`config.mk`:
```
export PLATFORM = sky130hd
export DESIGN_NAME = core_timer_wdog
export DESIGN_NICKNAME = d
export VERILOG_FILES = /design/src/rtl/core_timer_pkg.sv /design/src/rtl/ct_chain.sv /design/src/rtl/ct_rti_tap.sv /design/src/rtl/ct_cop.sv /design/src/rtl/core_timer_wdog.sv
export SDC_FILE = /design/constraint.sdc
export NUM_CORES = 1
export LEC_CHECK = 0
export CORE_MARGIN = 2
export CORE_UTILIZATION = 43
export DETAILED_ROUTE_END_ITERATION = 10
export PLACE_DENSITY_LB_ADDON = 0.15
export SYNTH_ARGS = -nofsm -noshare
export SYNTH_HDL_FRONTEND = slang
export SYNTH_SLANG_ARGS = --single-unit
export TNS_END_PERCENT = 100
```
`constraint.sdc`:
```
create_clock -name clk_i -period 1.8 [get_ports clk_i]
set_input_delay 0.36 -clock clk_i [delete_from_list [all_inputs] [get_ports clk_i]]
set_output_delay 0.36 -clock clk_i [all_outputs]
set_load 0.05 [all_outputs]
```
`src/rtl/core_timer_pkg.sv`:
```
package core_timer_pkg;
  localparam int ADDR_W = 14;
  localparam int DATA_W = 8;
  localparam int RATE_W = 2;
  localparam int NUM_RATES = 1 << RATE_W;
  localparam int COP_W = 3;  // divide-by-eight stage

  localparam logic [ADDR_W-1:0] CTRL_ADDR = 14'h0008;
  localparam logic [ADDR_W-1:0] CNT_ADDR  = 14'h0009;
  localparam logic [ADDR_W-1:0] CLR_ADDR  = 14'h3FF0;

  typedef logic [RATE_W-1:0] rate_t;
endpackage

```
`src/rtl/ct_chain.sv`:
```
module ct_chain #(
  parameter int PRE_W = 2,
  parameter int CNT_W = 8,
  parameter int RTI_W = 4,
  localparam int TOT_W = PRE_W + CNT_W + RTI_W + core_timer_pkg::RATE_W + 1
) (
  input  logic             clk_i,
  input  logic             rst_ni,
  input  logic             sync_clr_i,
  output logic [TOT_W-1:0] chain_o,
  output logic [CNT_W-1:0] cnt_o,
  output logic             ovf_o
);
  logic [TOT_W-1:0] chain_q;

  always_ff @(posedge clk_i or negedge rst_ni) begin
    if (!rst_ni)         chain_q <= '0;
    else if (sync_clr_i) chain_q <= '0;
    else                 chain_q <= chain_q + 1'b1;
  end

  assign chain_o = chain_q;
  assign cnt_o   = chain_q[PRE_W +: CNT_W];
  assign ovf_o   = &chain_q[PRE_W+CNT_W-1:0];
endmodule

```
`src/rtl/ct_rti_tap.sv`:
```
module ct_rti_tap #(
  parameter int BASE_W = 14,
  parameter int TOT_W  = 18
) (
  input  logic [TOT_W-1:0]           chain_i,
  input  core_timer_pkg::rate_t      sel_i,
  output logic                       tick_o
);
  import core_timer_pkg::*;
  logic [NUM_RATES-1:0] hit;

  for (genvar r = 0; r < NUM_RATES; r++) begin : g_tap
    assign hit[r] = &chain_i[BASE_W+r-1:0];
  end

  assign tick_o = hit[sel_i];
endmodule

```
`src/rtl/ct_cop.sv`:
```
module ct_cop #(
  parameter int COP_W = 3
) (
  input  logic             clk_i,
  input  logic             rst_ni,
  input  logic             tick_i,
  input  logic             clr_i,
  output logic             expire_o,
  output logic             cop_rst_o,
  output logic [COP_W-1:0] cnt_o
);
  logic [COP_W-1:0] cnt_q;
  logic             rst_q;

  // service has priority over a coincident tick
  assign expire_o = tick_i && !clr_i && (&cnt_q);

  always_ff @(posedge clk_i or negedge rst_ni) begin
    if (!rst_ni) begin
      cnt_q <= '0;
      rst_q <= 1'b0;
    end else begin
      rst_q <= expire_o;
      if (clr_i || expire_o) cnt_q <= '0;
      else if (tick_i)       cnt_q <= cnt_q + 1'b1;
    end
  end

  assign cop_rst_o = rst_q;
  assign cnt_o     = cnt_q;
endmodule

```
`src/rtl/core_timer_wdog.sv`:
```
module core_timer_wdog
  import core_timer_pkg::*;
#(
  parameter int PRE_W = 2,
  parameter int CNT_W = 8,
  parameter int RTI_W = 4
) (
  input  logic              clk_i,
  input  logic              rst_ni,
  input  logic [ADDR_W-1:0] bus_addr_i,
  input  logic              bus_wr_i,
  input  logic [DATA_W-1:0] bus_wdata_i,
  output logic [DATA_W-1:0] bus_rdata_o,
  output logic              ovf_o,
  output logic              rti_tick_o,
  output logic              cop_rst_o
);
  localparam int BASE_W = PRE_W + CNT_W + RTI_W;
  localparam int TOT_W  = BASE_W + RATE_W + 1;

  logic [TOT_W-1:0] chain_w;
  logic [CNT_W-1:0] cnt_w;
  logic [COP_W-1:0] cop_cnt_w;
  logic             expire_w;
  logic             clr_w;
  logic             ctrl_wr_w;
  rate_t            sel_q;
  logic             unused_wdata;

  assign unused_wdata = ^bus_wdata_i[DATA_W-1:RATE_W];
  assign clr_w     = bus_wr_i && (bus_addr_i == CLR_ADDR) && !bus_wdata_i[0];
  assign ctrl_wr_w = bus_wr_i && (bus_addr_i == CTRL_ADDR);

  always_ff @(posedge clk_i or negedge rst_ni) begin
    if (!rst_ni)        sel_q <= '0;
    else if (expire_w)  sel_q <= '0;
    else if (ctrl_wr_w) sel_q <= bus_wdata_i[RATE_W-1:0];
  end

  ct_chain #(.PRE_W(PRE_W), .CNT_W(CNT_W), .RTI_W(RTI_W)) u_chain (
    .clk_i     (clk_i),
    .rst_ni    (rst_ni),
    .sync_clr_i(expire_w),
    .chain_o   (chain_w),
    .cnt_o     (cnt_w),
    .ovf_o     (ovf_o)
  );

  ct_rti_tap #(.BASE_W(BASE_W), .TOT_W(TOT_W)) u_tap (
    .chain_i(chain_w),
    .sel_i  (sel_q),
    .tick_o (rti_tick_o)
  );

  ct_cop #(.COP_W(COP_W)) u_cop (
    .clk_i    (clk_i),
    .rst_ni   (rst_ni),
    .tick_i   (rti_tick_o),
    .clr_i    (clr_w),
    .expire_o (expire_w),
    .cop_rst_o(cop_rst_o),
    .cnt_o    (cop_cnt_w)
  );

  always_comb begin
    bus_rdata_o = '0;
    unique case (bus_addr_i)
      CNT_ADDR:  bus_rdata_o = DATA_W'(cnt_w);
      CTRL_ADDR: bus_rdata_o = DATA_W'(sel_q);
      default:   bus_rdata_o = '0;
    endcase
  end
endmodule

```
# Yosys cells after proc, flatten, opt, wreduce, memory -nomap -nowiden
# Index checks and enable logic that the tools add are counted.
# word_totals
ff_bits,23
output_inout_bits,11
# op_classes
add_sub_neg,2
magnitude_cmp,1
n_eq_ne,3
mux,8
n_reduce_logical,16
# op_table
operator,n
$eq 14x4->1 const B,2
$add 17x1->17 const B,1
$mux 17,1
$reduce_and 17->1,1
$pmux 8 s2,1
$reduce_and 16->1,1
$reduce_and 15->1,1
$eq 14x14->1 const B,1
$reduce_and 14->1,1
$reduce_and 10->1,1
$mux 3,2
$logic_and 1x1->1,5
$mux 2,2
$reduce_bool 2->1,2
$add 3x1->3 const B,1
$lt 2x3->1 const B,1
$reduce_and 3->1,1
$bmux 1 s2,1
$logic_not 1->1,2
$logic_or 1x1->1,1
$mux 1,1

# Longest topological paths before layout
# depth
word_depth,8
ltp_mapped,9
ltp_nobuf,8

# By module
# A second synthesis with hierarchy kept.
# hier_totals
cells_unflattened,156
area_unflattened_um2,1465.2
# modules_own_cells
module,n_inst,cells_per_inst,area_per_inst_um2,seq_area_each_um2
ct_chain,1,94,915.9,425.4
core_timer_wdog,1,37,297.8,50.0
ct_cop,1,15,192.7,100.1
ct_rti_tap,1,10,58.8,0.0

# Worst setup path before layout
# No wires, ideal clock.
# synth_timing
kind,register to register
start,reg u_chain.chain_q[6] (netlist: u_chain.chain_o[6])
end,reg u_cop.cnt_q[0] (netlist: u_cop.cnt_o[0])
setup_ns,0.125
arrival_time_ns,2.176
setup_slack_ns,-0.501
stages_incl_launch_ff,8
path_buffers,0
period_less_slack_ns,2.301
cell_sequence,dfrtp_1 -> nand4_1 -> nor4_2 -> and3_1 -> ha_1 -> nand3_1 -> nand2_1 -> mux2_2
# synth_between
elab_chain_len,7
# synth_rtl
element,line,rtl
start: declaration,ct_chain.sv:14,logic [TOT_W-1:0] chain_q;
start signal: assignment,ct_chain.sv:19,else chain_q <= chain_q + 1'b1;
$reduce_and 17->1 (tied with other cells),ct_rti_tap.sv:13,assign hit[r] = &chain_i[BASE_W+r-1:0];
$bmux 1 s2 *,ct_rti_tap.sv:16,assign tick_o = hit[sel_i];
$mux 1 (implied by the code) *,ct_rti_tap.sv:16,
named net rti_tick_o,core_timer_wdog.sv:15,"output logic rti_tick_o,"
$logic_and 1x1->1 (2 in a row),ct_cop.sv:16,assign expire_o = tick_i && !clr_i && (&cnt_q);
$logic_or 1x1->1,ct_cop.sv:24,if (clr_i || expire_o) cnt_q <= '0;
$mux 3 or $reduce_bool 2->1 (tied branches),n/a,
end signal: assignment,ct_cop.sv:25,else if (tick_i) cnt_q <= cnt_q + 1'b1;
end: declaration,ct_cop.sv:12,logic [COP_W-1:0] cnt_q;
# The timed path passes the listed nets; every way through them passes the cells marked *. The select of a mux whose other input is x is not followed.
# A chain may end at the register's enable or synchronous reset.

# Worst setup path in the final report
# layout_timing
start,reg u_chain.chain_q[1] (netlist: u_chain.chain_o[1])
end,out rti_tick_o
# layout_between
elab_chain_len,3
# layout_rtl
element,line
$reduce_and 17->1 (tied with other cells),ct_rti_tap.sv:13
$bmux 1 s2 *,ct_rti_tap.sv:16
$mux 1 (implied by the code) *,ct_rti_tap.sv:16
end: declaration,core_timer_wdog.sv:15
# Mark *: on every way between the ends. The rest lies on a longest branch, timed or not. The select of a mux whose other input is x is not followed.

==> out/results.ini <==
[sta]
grt_setup_unrepaired=true
hold_viol_final=0
final.min_clock_period_ns=2.32
timing.hold.ws_ns=0.385
final-max-slew-violation-count=0
fin_crit_sh_pct=129
post-route-worst-setup-slack_ns=-0.519
fmax_mhz=431
fin_skew_ns=0.00669
setup_violations=33
worst_pin_slew_ns=0.480
timing.slew.headroom_pct=67.7

[grt]
wire_length_of_the_first_global_routing_pass_mm=5.75
grt_max_degree=24
grt_overflow_total=0
grt_usage_pct=22.2
grt_pass1_vias=1303
antenna_found_initial=0

[die]
io_pins=36
die_y_extent_microns=59.0
dieArea_sq_um=3480
placement_rows=19
core_ar_sq_um=2810
chipWidth_microns=59.0
start_util_pct=46.3

[power_and_ir_drop]
power.leakage_uw=0.000998
power.switching_uw=192
power.combinational.fraction_pct=9.2
pwr-share-clk_pct=29.2
swShare_pct=22.8
vdd_drop_max_uv=491
report.power.total_uw=840
p_seq_share_pct=61.5
power.internal_uw=648
power_density_nw_per_um2=375

[detailed_routing]
avgViaCountPerCell=5.28
routed-via-count=1256
detail_route.first_pass.iterations=7
ant_nets=0
first_iter_violations=34
drt-wirelength-per-cell_microns=15.1
wirelength_mm=3.60
remaining_drc_errors=3

[cells_and_area]
multi_input_comb_area_sq_um=861
final_layout_size_suffix_gt1_share_pct=44.9
area_delta_synth_final_pct=72.4
final_standard_cell_utilization_of_the_core_pct=79.8
fillerInstances=167
design.final.nets=237
seqCellArea_sq_um=576
layout_common_cells=36 x sky130_fd_sc_hd__buf_4, 24 x sky130_fd_sc_hd__nor2_1, 23 x sky130_fd_sc_hd__dfrtp_1
number_of_inserted_diodes=0
layout_commonest_cell=sky130_fd_sc_hd__buf_4

[status]
run_status=finished with violations
failing_checks=DRC, setup timing

[logic_synthesis]
netlist-cell-type-count=33
synth_seq_cells=23
yosysWarnings=0
synth_ff_type=sky130_fd_sc_hd__dfrtp_1
synth_top_cells_by_area=sky130_fd_sc_hd__dfrtp_1 44%, sky130_fd_sc_hd__nor2_1 8.1%, sky130_fd_sc_hd__xnor2_1 4.7%
top_cell_type_s_share_of_synthesized_area_pct=44.3
syn-cell-area_sq_um=1300
seq_area_frac_synth_pct=44.3
synth.net_count=161
post_synthesis_cells=132
avgSynthCellArea_sq_um=9.84
yosysTopAreaCell=sky130_fd_sc_hd__dfrtp_1
ys_async_sr_fraction_pct=100
synth_enable_flop_cells=0

[clocking]
cts_made_buffers=3
clockBufferDepth=2
worstSkewPairLatency_ns=0.32
cts_root_buffer=sky130_fd_sc_hd__clkbuf_4
h_tree_levels=1
cts_tree=done
clk_pin_slew_worst_paths_ns=0.13
clock_sink_count=23

[flow_run]
maxCapViolCount=0

[placed_design]
pre_cts_ws_ns=-0.705
gpl.final_weighted_congestion=0.766
port-buffer-count=29
detailed_place_hpwl_mm=2.40

[setup_path]
crit_path_max_fanout=2
cp-end-kind=primary output
worst_path_class_setup=reg -> out
critical_path_arrival_ns=1.96
worst-endpoint-required_ns=1.44
worst_setup_path_start_kind=flop

[worst_hold_path]
worst_hold_path_type=in -> async

[logic make-up (layout without fill, tap and decap cells)]
kind of cell             after synthesis  count (layout)  synth area share [%]
multiplexers                           7               7                  5.49
XOR/XNOR                              14              14                  9.44
buffers and inverters                  3              78                  1.45
AO/OA/AOI/OAI                          4               4                  2.02
flip-flops                            23              23                  44.3
AND/OR/NAND/NOR                       77              77                  33.4
adder cells (fa/ha/maj)                4               4                  3.85
[path summary, 6_finish.rpt]
check	slack, ns	cells after the start	to	from
setup / recovery	-0.52	8	rti_tick_o	u_chain.chain_o[1]
hold / removal	0.38	2	u_cop.cnt_o[0]	rst_ni
setup reg to reg	-0.43	11	u_chain.chain_o[13]	u_chain.chain_o[1]
hold reg to reg	0.57	2	u_cop.cnt_o[1]	u_cop.cnt_o[1]
max in group asynchronous	1.18	2	u_cop.cop_rst_o	rst_ni
min in group clk_i	0.57	2	u_cop.cnt_o[1]	u_cop.cnt_o[1]
[critical path, cell delays in order (launching register included)]
cell                      delay (ns)
sky130_fd_sc_hd__dfrtp_1        0.41
sky130_fd_sc_hd__ha_4           0.17
sky130_fd_sc_hd__nand3_4        0.08
sky130_fd_sc_hd__nor4_4         0.28
sky130_fd_sc_hd__and3_1         0.20
sky130_fd_sc_hd__ha_2           0.19
sky130_fd_sc_hd__nand3_4        0.10
sky130_fd_sc_hd__nand2_8        0.08
sky130_fd_sc_hd__buf_12         0.13
[layout make-up]
| type | count | area share (%) |
|---|---|---|
| sequential | 23 | 25.7 |
| tap | 31 | 1.73 |
| timing repair buffer | 72 | 32.6 |
| multi-input combinational | 106 | 38.5 |
| inverter | 2 | 0.335 |
| clock buffer | 4 | 1.17 |
[state kept, by name, indices dropped and copies added, names as in the netlist]
signal	flops
u_cop.cnt_o	3
u_cop.cop_rst_o	1
u_chain.chain_o	17
sel_q	2
[synth_stat cells (all sizes together), types with 3 or more instances]
cell type and n:
nand4 3, and2 6, dfrtp 23, xnor2 7
nor4 5, nand3 10, nand4b 3, nand2b 4
xor2 7, nor2 28, mux2i 6, nand2 5
ha 4
[metrics by stage]
step,setup TNS [ns],instance area (sq um),cells
final,-12.22,2240,238
after global placement,-13.48,2030,219
after CTS,-9.28,2210,235
after global routing,-15.62,2240,238
after floorplan,-3.72,1400,132
after detailed placement,-13.87,2030,219
[metal layers]
metal  vias up  share of wire (%)  GRT usage (%)
met5         -                  0              0
met2        27                 53           38.4
met1       612                 41           27.7
li1        610                  -              -
met3         7                3.4           3.30
met4         0                1.9           8.77
[power by group through the flow]
stage	registers, uW	logic, uW	clock network, uW
after floorplan	527	13.2	0
after global placement	527	74.2	0
after detailed placement	527	76.4	0
after CTS	517	77.6	247
after global routing	517	83.8	264
final	517	77.6	246
[timing repair]
item,4_1_cts,5_1_grt
endpoints found under the hold margin,0,0
gates cloned,0,1
pin swaps,14,11
setup buffers,13,5
gates resized for setup,29,15
setup endpoints to repair,33,33
hold buffers,0,0
Power figures use the tool's default switching activity.
